File: src/rtl/hz3_pkg.sv
package hz3_pkg;
    localparam int unsigned REG_AW = 5;

    typedef enum logic [1:0] {
        SEL_RF      = 2'd0,
        SEL_WB_ALU  = 2'd1,
        SEL_WB_LOAD = 2'd2
    } opsel_e;

    typedef enum logic {
        SQ_RUN   = 1'b0,
        SQ_DRAIN = 1'b1
    } sq_state_e;

    typedef struct packed {
        logic              vld;
        logic [REG_AW-1:0] rd;
        logic              alu2reg;
        logic              mem2reg;
        logic              memwr;
    } slot_t;
endpackage

File: src/rtl/hz3_squash_fsm.sv
module hz3_squash_fsm
    import hz3_pkg::*;
(
    input  logic clk,
    input  logic rst_n,
    input  logic ex_vld_i,
    input  logic ex_taken_i,
    output logic kill_o
);
    sq_state_e state_q, state_d;
    logic      redirect;

    assign redirect = ex_vld_i & ex_taken_i;

    always_comb begin
        state_d = state_q;
        unique case (state_q)
            SQ_RUN:   if (redirect) state_d = SQ_DRAIN;
            SQ_DRAIN: state_d = SQ_RUN;
            default:  state_d = SQ_RUN;
        endcase
    end

    always_ff @(posedge clk) begin
        if (!rst_n) state_q <= SQ_RUN;
        else        state_q <= state_d;
    end

    always_comb begin
        kill_o = 1'b0;
        unique case (state_q)
            SQ_RUN:   kill_o = redirect;
            SQ_DRAIN: kill_o = 1'b1;
            default:  kill_o = 1'b0;
        endcase
    end

    assert_second_kill_R7: assert property (@(posedge clk) disable iff (!rst_n)
        (state_q == SQ_RUN && redirect) |=> kill_o);
    assert_drain_ends_R7: assert property (@(posedge clk) disable iff (!rst_n)
        (state_q == SQ_DRAIN) |=> (state_q == SQ_RUN));
endmodule

File: src/rtl/hz3_stage_regs.sv
module hz3_stage_regs
    import hz3_pkg::*;
#(
    parameter int unsigned NUM_SRC = 2
) (
    input  logic                            clk,
    input  logic                            rst_n,
    input  logic                            fd_valid_i,
    input  logic                            kill_i,
    input  logic [NUM_SRC-1:0][REG_AW-1:0]  fd_rs_i,
    input  slot_t                           fd_slot_i,
    output slot_t                           ex_slot_o,
    output slot_t                           wb_slot_o,
    output logic [NUM_SRC-1:0][REG_AW-1:0]  ex_rs_o
);
    slot_t accept;
    logic  take;

    assign take = fd_valid_i & ~kill_i;

    always_comb begin
        accept         = fd_slot_i;
        accept.vld     = take;
        accept.alu2reg = fd_slot_i.alu2reg & take;
        accept.mem2reg = fd_slot_i.mem2reg & take;
        accept.memwr   = fd_slot_i.memwr & take;
    end

    always_ff @(posedge clk) begin
        if (!rst_n) begin
            ex_slot_o <= '0;
            wb_slot_o <= '0;
            ex_rs_o   <= '0;
        end else begin
            ex_slot_o <= accept;
            wb_slot_o <= ex_slot_o;
            ex_rs_o   <= fd_rs_i;
        end
    end

    assert_wb_follows_ex_R1: assert property (@(posedge clk) disable iff (!rst_n)
        ex_slot_o.vld |=> wb_slot_o.vld);
    assert_kill_blocks_R8: assert property (@(posedge clk) disable iff (!rst_n)
        kill_i |=> (!ex_slot_o.vld && !ex_slot_o.memwr));
endmodule

File: src/rtl/hz3_fwd_unit.sv
module hz3_fwd_unit
    import hz3_pkg::*;
#(
    parameter int unsigned NUM_SRC = 2,
    parameter int unsigned XLEN    = 32
) (
    input  slot_t                           wb_slot_i,
    input  logic [NUM_SRC-1:0][REG_AW-1:0]  ex_rs_i,
    input  logic [NUM_SRC-1:0][XLEN-1:0]    rf_data_i,
    input  logic [XLEN-1:0]                 wb_alu_i,
    input  logic [XLEN-1:0]                 wb_load_i,
    output opsel_e [NUM_SRC-1:0]            sel_o,
    output logic [NUM_SRC-1:0][XLEN-1:0]    op_o
);
    logic wb_writes;

    assign wb_writes = wb_slot_i.vld && (wb_slot_i.alu2reg || wb_slot_i.mem2reg)
                       && (wb_slot_i.rd != '0);

    for (genvar s = 0; s < NUM_SRC; s++) begin : g_src
        logic hit;
        assign hit = wb_writes && (wb_slot_i.rd == ex_rs_i[s]);

        always_comb begin
            if (!hit)                  sel_o[s] = SEL_RF;
            else if (wb_slot_i.mem2reg) sel_o[s] = SEL_WB_LOAD;
            else                       sel_o[s] = SEL_WB_ALU;
        end

        always_comb begin
            unique case (sel_o[s])
                SEL_WB_ALU:  op_o[s] = wb_alu_i;
                SEL_WB_LOAD: op_o[s] = wb_load_i;
                default:     op_o[s] = rf_data_i[s];
            endcase
        end
    end
endmodule

File: src/rtl/hz3_ctrl.sv
module hz3_ctrl
    import hz3_pkg::*;
#(
    parameter int unsigned XLEN = 32
) (
    input  logic              clk,
    input  logic              rst_n,
    input  logic              fd_valid_i,
    input  logic [4:0]        fd_rs1_i,
    input  logic [4:0]        fd_rs2_i,
    input  logic [4:0]        fd_rd_i,
    input  logic              fd_alu2reg_i,
    input  logic              fd_mem2reg_i,
    input  logic              fd_memwr_i,
    input  logic              ex_taken_i,
    input  logic [XLEN-1:0]   rf_rs1_data_i,
    input  logic [XLEN-1:0]   rf_rs2_data_i,
    input  logic [XLEN-1:0]   wb_alu_data_i,
    input  logic [XLEN-1:0]   wb_load_data_i,
    output logic              ex_valid_o,
    output logic              ex_regwr_o,
    output logic              ex_memwr_o,
    output logic              wb_valid_o,
    output logic              wb_regwr_o,
    output logic              fd_kill_o,
    output logic [1:0]        fwd1_sel_o,
    output logic [1:0]        fwd2_sel_o,
    output logic [XLEN-1:0]   ex_op1_o,
    output logic [XLEN-1:0]   ex_op2_o
);
    localparam int unsigned NUM_SRC = 2;

    slot_t                          fd_slot, ex_slot, wb_slot;
    logic [NUM_SRC-1:0][REG_AW-1:0] fd_rs, ex_rs;
    logic [NUM_SRC-1:0][XLEN-1:0]   rf_data, op;
    opsel_e [NUM_SRC-1:0]           sel;
    logic                           kill;

    assign fd_slot = '{vld: fd_valid_i, rd: fd_rd_i, alu2reg: fd_alu2reg_i,
                       mem2reg: fd_mem2reg_i, memwr: fd_memwr_i};
    assign fd_rs   = {fd_rs2_i, fd_rs1_i};
    assign rf_data = {rf_rs2_data_i, rf_rs1_data_i};

    hz3_squash_fsm u_squash (
        .clk        (clk),
        .rst_n      (rst_n),
        .ex_vld_i   (ex_slot.vld),
        .ex_taken_i (ex_taken_i),
        .kill_o     (kill)
    );

    hz3_stage_regs #(.NUM_SRC(NUM_SRC)) u_stages (
        .clk        (clk),
        .rst_n      (rst_n),
        .fd_valid_i (fd_valid_i),
        .kill_i     (kill),
        .fd_rs_i    (fd_rs),
        .fd_slot_i  (fd_slot),
        .ex_slot_o  (ex_slot),
        .wb_slot_o  (wb_slot),
        .ex_rs_o    (ex_rs)
    );

    hz3_fwd_unit #(.NUM_SRC(NUM_SRC), .XLEN(XLEN)) u_fwd (
        .wb_slot_i  (wb_slot),
        .ex_rs_i    (ex_rs),
        .rf_data_i  (rf_data),
        .wb_alu_i   (wb_alu_data_i),
        .wb_load_i  (wb_load_data_i),
        .sel_o      (sel),
        .op_o       (op)
    );

    assign ex_valid_o = ex_slot.vld;
    assign ex_regwr_o = ex_slot.vld & (ex_slot.alu2reg | ex_slot.mem2reg);
    assign ex_memwr_o = ex_slot.vld & ex_slot.memwr;
    assign wb_valid_o = wb_slot.vld;
    assign wb_regwr_o = wb_slot.vld & (wb_slot.alu2reg | wb_slot.mem2reg);
    assign fd_kill_o  = kill;
    assign fwd1_sel_o = sel[0];
    assign fwd2_sel_o = sel[1];
    assign ex_op1_o   = op[0];
    assign ex_op2_o   = op[1];

    assert_x0_never_fwd_R5: assert property (@(posedge clk) disable iff (!rst_n)
        (wb_slot.rd == '0) |-> (sel[0] == SEL_RF && sel[1] == SEL_RF));
    assert_idle_wb_no_fwd_R6: assert property (@(posedge clk) disable iff (!rst_n)
        !wb_regwr_o |-> (fwd1_sel_o == 2'd0 && fwd2_sel_o == 2'd0));
    assert_killed_no_regwr_R8: assert property (@(posedge clk) disable iff (!rst_n)
        kill |=> (!ex_regwr_o ##1 !wb_regwr_o));
endmodule

File: config.mk
export PLATFORM = sky130hd
export DESIGN_NAME = hz3_ctrl
export DESIGN_NICKNAME = d
export VERILOG_FILES = /design/src/rtl/hz3_pkg.sv /design/src/rtl/hz3_squash_fsm.sv /design/src/rtl/hz3_stage_regs.sv /design/src/rtl/hz3_fwd_unit.sv /design/src/rtl/hz3_ctrl.sv
export SDC_FILE = /design/constraint.sdc
export NUM_CORES = 1
export LEC_CHECK = 0
export ABC_CLOCK_PERIOD_IN_PS = 2500
export BUFFER_PORTS_ARGS = -buffer_cell sky130_fd_sc_hd__buf_2
export CAP_MARGIN = 10
export CORE_MARGIN = 5
export CORE_UTILIZATION = 30
export CTS_BUF_LIST = sky130_fd_sc_hd__clkbuf_16
export DETAILED_ROUTE_END_ITERATION = 8
export PLACE_DENSITY = 0.65
export RECOVER_POWER = 100
export SYNTH_ARGS = -nofsm -noshare
export SYNTH_HDL_FRONTEND = slang
export SYNTH_SLANG_ARGS = --single-unit
File: constraint.sdc
create_clock -name clk -period 2.5 [get_ports clk]
set_input_delay 0.25 -clock clk [delete_from_list [all_inputs] [get_ports clk]]
set_output_delay 0.25 -clock clk [all_outputs]
set_load 0.02 [all_outputs]
# Word level (Yosys, flattened, before mapping)
# Cells that the tools add are included.
[totals] reg_bits=28 inputBits=150 output_inout_bits=74 elab_cells=44
[classes] reduce_logical=6 mux=8 n_bitwise=12 eq_ne=6
[op_table] op="32-bit case mux with 2 select lines" count=2
[op_table] op="5-bit equality test" count=2
[op_table] op="1-bit bitwise AND" count=8
[op_table] op="2-bit 2-to-1 mux" count=3
[op_table] op="5-bit nonzero test" count=1
[op_table] op="2-bit by 1-bit equality test with 1-bit output, second input constant" count=2
[op_table] op="2-bit equality test, second input constant" count=2
[op_table] op="1-bit logical AND" count=4
[op_table] op="1-bit case mux with 2 select lines" count=2
[op_table] op="1-bit inverter" count=2
[op_table] op="1-bit bitwise OR" count=2
[op_table] op="1-bit logical OR" count=1
[op_table] op="1-bit 2-to-1 mux" count=1

# Longest topological paths before layout
[logic_depth] depth_word=7 ltp_mapped=7 depth_no_buf=4

# By module
# From an unflattened synthesis, not the netlist that was laid out.
[hier_totals] hier_cells=190 area_unflattened_um2=2414.8
[by_module_without_submodules] module="hz3_fwd_unit" instances=1 cells_per_inst=126 area_each_um2=1577.8
[by_module_without_submodules] module="hz3_stage_regs" instances=1 cells_per_inst=58 area_each_um2=777.0
[by_module_without_submodules] module="hz3_squash_fsm" instances=1 cells_per_inst=3 area_each_um2=38.8
[by_module_without_submodules] module="hz3_ctrl" instances=1 cells_per_inst=3 area_each_um2=21.3

# Least setup slack after synthesis
# No wires, ideal clock.
[synth_timing] path_type="reg2out" start="register u_stages.wb_slot_o[8] (netlist bit)" end="output ex_op1_o[10]" slack_ns=0.389 required_ns=2.250 arrival_time_ns=1.861 path_stages_with_launch=6 n_path_buf=1 cell_sequence="dfxtp_1 o21a_1 nand4_1 nor3b_2 buf_6 mux2_2"
[synth_between] elab_chain_len=6 elab_cells_between_ends=7 classes_between="eq/ne (2); mux (2); reduce/logical (3)"
[synth_lines] element="from (decl)" line_no="hz3_stage_regs.sv:13" source="output slot_t wb_slot_o,"
[synth_lines] element="from (signal assigned)" line_no="hz3_stage_regs.sv:36" source="wb_slot_o <= ex_slot_o;"
[synth_lines] element="1-bit logical AND *" line_no="hz3_fwd_unit.sv:17" source="assign wb_writes = wb_slot_i.vld && (wb_slot_i.alu2reg || wb_slot_i.mem2reg)"
[synth_lines] element="1-bit logical AND *" line_no="hz3_fwd_unit.sv:18" source="&& (wb_slot_i.rd != '0);"
[synth_lines] element="1-bit logical AND *" line_no="hz3_fwd_unit.sv:22" source="assign hit = wb_writes && (wb_slot_i.rd == ex_rs_i[s]);"
[synth_lines] element="2-bit 2-to-1 mux *" line_no="hz3_fwd_unit.sv:25" source="if (!hit) sel_o[s] = SEL_RF;"
[synth_lines] element="2-bit equality test or 2-bit by 1-bit equality test with 1-bit output (tied branches)" line_no="hz3_fwd_unit.sv:31" source="unique case (sel_o[s])"
[synth_lines] element="32-bit case mux with 2 select lines *" line_no="hz3_fwd_unit.sv:31"
[synth_lines] element="to (decl)" line_no="hz3_ctrl.sv:28" source="output logic [XLEN-1:0] ex_op1_o,"
# Mark *: on every way between the ends. The rest lies on a longest branch, timed or not.

# Final worst setup path
[layout_timing] start="register u_stages.wb_slot_o[4] (netlist bit)" end="output ex_op2_o[8]"
[layout_between] elab_chain_len=6 elab_cells_between_ends=8 classes_between="eq/ne (3); mux (2); reduce/logical (3)"
[layout_lines] element="5-bit nonzero test" line_no="hz3_fwd_unit.sv:18"
[layout_lines] element="1-bit logical AND" line_no="hz3_fwd_unit.sv:18"
[layout_lines] element="1-bit logical AND *" line_no="hz3_fwd_unit.sv:22"
[layout_lines] element="2-bit 2-to-1 mux *" line_no="hz3_fwd_unit.sv:25"
[layout_lines] element="2-bit equality test or 2-bit by 1-bit equality test with 1-bit output (tied branches)" line_no="hz3_fwd_unit.sv:31"
[layout_lines] element="32-bit case mux with 2 select lines *" line_no="hz3_fwd_unit.sv:31"
[layout_lines] element="to (decl)" line_no="hz3_ctrl.sv:29" source="output logic [XLEN-1:0] ex_op2_o"
# Marks and branches as above.

==> Flow_metrics.wiki <==
{| class="wikitable"
! Metric !! Value
|-
| Final routed wirelength across all metal layers || 7.900 mm
|-
| HP Class || primary input to flip-flop
|-
| Vias after detailed routing || 2305
|-
| Worst clock skew on the final layout || 0.001120 ns
|-
| Top cells by instance count after synthesis || 66 x sky130_fd_sc_hd__mux2_2, 30 x sky130_fd_sc_hd__mux2_4, 28 x sky130_fd_sc_hd__dfxtp_1
|-
| Filler Cell Count || 708
|-
| Most numerous cell in the Yosys netlist || sky130_fd_sc_hd__mux2_2
|-
| Critical Path Sink Type || output pin
|-
| Maximum fanout along the worst path || 10
|-
| Top-level I/O count || 224
|-
| Number of cells in the finished layout apart from fillers || 526
|-
| DRC violation count after routing || 0
|-
| Number of failing setup endpoints in the final timing report || 0
|-
| Final Critical Period || 2.459 ns
|-
| Global-route total usage across every layer || 15.33%
|-
| Number of cells in the design after placement || 513
|-
| Syn Nets || 346
|-
| Leftover overflow at the end of global routing || 0
|-
| H-tree depth reported by CTS || 1
|-
| Ranking of synthesized cells by area || sky130_fd_sc_hd__mux2_2 33%, sky130_fd_sc_hd__dfxtp_1 25%, sky130_fd_sc_hd__mux2_4 20%, sky130_fd_sc_hd__and2_1 7.5%, sky130_fd_sc_hd__buf_6 3.0%
|-
| Cell with the biggest individual delay on the critical path || sky130_fd_sc_hd__or4_4
|-
| Number of unique standard cell types used by synthesis || 22
|-
| Worst setup timing slack at the placement stage || 0.005067 ns
|-
| Area taken by flip-flops and latches || 563.0 µm²
|-
| Final worst slack || 0.04069 ns
|-
| Area taken by multi-input logic gates || 1629 µm²
|-
| Cell area after technology mapping || 2252 µm²
|-
| Number of cells on the worst hold path || 2
|-
| Die outline width || 96.65 µm
|-
| Slew Viols, Final || 0
|-
| Initial core utilization || 30.89%
|-
| Setup repair after global routing missed its margin || yes
|-
| Rows || 31
|-
| Routed wirelength normalized by instance count || 15.02 µm
|-
| Vias per cell || 4.382
|-
| Hold buffer count at cts || 0
|-
| Min-Delay Startpoint || fd_alu2reg_i
|-
| Core area || 7292 µm²
|-
| Number of detailed-routing iterations run before antenna repair || 4
|-
| Flops & latches, synth || 28
|-
| Portion of synthesized cell area occupied by the leading cell type || 33.00%
|-
| Proportion of synthesized chip area in sequential cells || 24.89%
|-
| Initial antenna violation count || 0
|-
| Number of nets at the end of the flow || 578
|-
| Final hold viol count || 0
|-
| Clock transition at the registers of the reported paths || 0.06 ns
|-
| Path depth of the worst reg2reg path || 3
|-
| Post-synth top area cell || sky130_fd_sc_hd__mux2_2
|-
| Mapped Avg Cell Area || 11.49 µm²
|-
| Synth warn || 0
|-
| Final worst path period share || 98.37%
|-
| Total of max-cap violations || 0
|-
| Most frequently used flop master after synthesis || sky130_fd_sc_hd__dfxtp_1
|-
| Gate Count Post-Synth || 196
|-
| Final estimated routing congestion in global placement || 0.8685
|-
| Clock tree from TritonCTS || yes
|-
| Highest achievable clock rate || 406.6 MHz
|-
| Startpoint of the most critical setup path || u_stages.wb_slot_o[4]$_SDFF_PN0_
|-
| Antenna diodes || 0
|-
| Pwr per Cell Area || 337.7 nW/µm²
|-
| Clock tree root driver cell || sky130_fd_sc_hd__clkbuf_16
|-
| Leakage component of the power || 1.848 nW
|-
| Die ar. || 9340 µm²
|-
| Worst-skew pair later-pin latency || 0.25 ns
|-
| Share of flip-flops with an asynchronous set or reset after synthesis || 0%
|-
| CTS sink cnt || 28
|-
| Placed instance area || 3488 µm²
|-
| Ordered list of cells on the worst path || or4_4 -> o21ai_4 -> nor4bb_4 -> buf_4 -> buf_12 -> mux2_4 -> buf_2
|-
| Wire length of the first global-routing pass || 12.23 mm
|-
| Count of port buffers added during placement || 223
|-
| Detailed router's first-iteration violation count || 30
|-
| HPWL Detailed || 6.656 mm
|-
| Number of global-route vias before repair || 2453
|-
| Slew Limit Headroom || 55.36%
|-
| Final core utilization || 50.67%
|-
| Area growth, synth to finish || 64.06%
|-
| Post-route cell area || 3695 µm²
|-
| Number of flops mapped to enable cells by yosys || 0
|-
| Run status || finished, final reports clean
|-
| Maximum cell stage delay along the critical path || 0.58 ns
|-
| Post-detailed-route count of antenna-violating nets || 0
|-
| Maximum number of pins on one net before global-route repair || 36
|-
| VDD IR max || 0.0004196 V
|-
| Path type of the worst setup path || flip-flop to output pin
|-
| Ratio of cells with drive above 1 in the final layout || 79.39%
|-
| Category of the worst setup path launch point || flip-flop
|-
| Startpoint of the most critical register-to-register path || u_stages.ex_slot_o[8]$_SDFF_PN0_
|-
| Required time at the endpoint of the critical path || 2.25 ns
|-
| CP arrival || 2.21 ns
|-
| Clock buffer count from CTS || 3
|-
| Slew at the pin closest to its max-slew limit || 0.6695 ns
|-
| Die extent in y || 96.65 µm
|-
| Maximum root-to-sink buffer count || 2
|}
per-layer routing:
layer	vias up	global-route usage (%)	wire, µm
met4	0	3.024	88
met3	8	3.813	576
li1	1158	-	-
met1	1030	16.40	3010
met5	-	0	0
met2	109	30.04	4225
power by group:
part           switching (mW)  internal, mW  total (mW)
clock network           0.131         0.214       0.344
logic                   0.194         0.232       0.425
registers              0.0104         0.468       0.478
total                   0.335         0.913        1.25
timing repair:
action	in CTS	in global routing
endpoints found under the hold margin	0	0
endpoints found under the setup margin	33	34
cloned	0	2
pin swaps	1	3
resized for setup	2	10
setup buffers	4	4
final timing paths:
path         slack, ns                               end
max               0.04                       ex_op2_o[8]
min               0.20  u_stages.ex_slot_o[2]$_SDFF_PN0_
max reg2reg       1.50  u_stages.ex_slot_o[0]$_SDFF_PN0_
min reg2reg       0.43  u_stages.wb_slot_o[4]$_SDFF_PN0_
logic make-up (layout without fill, tap and decap cells):
kind of cell / Yosys count / count (layout) / synth area share [%]
and+or+nand+nor: 46 / 46 / 12.78
AOI/OAI and AO/OA: 3 / 3 / 1.055
xor gates and xnor gates: 10 / 10 / 3.889
buffers and inverters: 13 / 244 / 4.389
DFF: 28 / 28 / 24.89
muxes: 96 / 96 / 53.00
cell usage in the layout (no fill, tap or decap), drive strengths merged:
cell and n:
xor2 4, nor4bb 1, o21ai 1, nand2b 1, nand4 3, nand2 3
nor3 4, and4b 1, buf 232, clkbuf 11, clkinv 1, o21a 2
or4 1, mux2 96, nor3b 2, dfxtp 28, and2 27, xnor2 6
nor2 3
layout make-up:
cell class | count | area share, %
multi-input cells | 155 | 44.09
repair buffers | 240 | 35.18
flip-flops and latches | 28 | 15.24
well taps | 99 | 3.353
clock buffers | 3 | 2.032
clock inverters | 1 | 0.1016
per-stage QoR:
stage / hold slack, ns / TNS [ns] / total power, mW
6_report: 0.1964 / 0 / 1.248
5_1_grt: 0.1991 / -0.2096 / 1.314
4_1_cts: 0.1932 / 0 / 1.256
3_5_place_dp: 0.4181 / 0 / 0.9128
3_3_place_gp: 0.4150 / 0 / 0.9061
2_1_floorplan: 0.3717 / 0 / 0.7188
state kept, by name, summed over array words and instances (netlist names):
register,count
u_stages.wb_slot_o,8
u_squash.state_q,1
u_stages.ex_rs_o,10
u_stages.ex_slot_o,9
worst max-delay path: cells and delay by family (launching register included):
kind | cells | cell delay [ns]
AO/OA/AOI/OAI | 1 | 0.20
buffers and inverters | 3 | 0.47
flip-flops | 1 | 0.34
multiplexers | 1 | 0.29
AND/OR/NAND/NOR | 2 | 0.65
No activity file was read; power rests on OpenSTA's default activity.
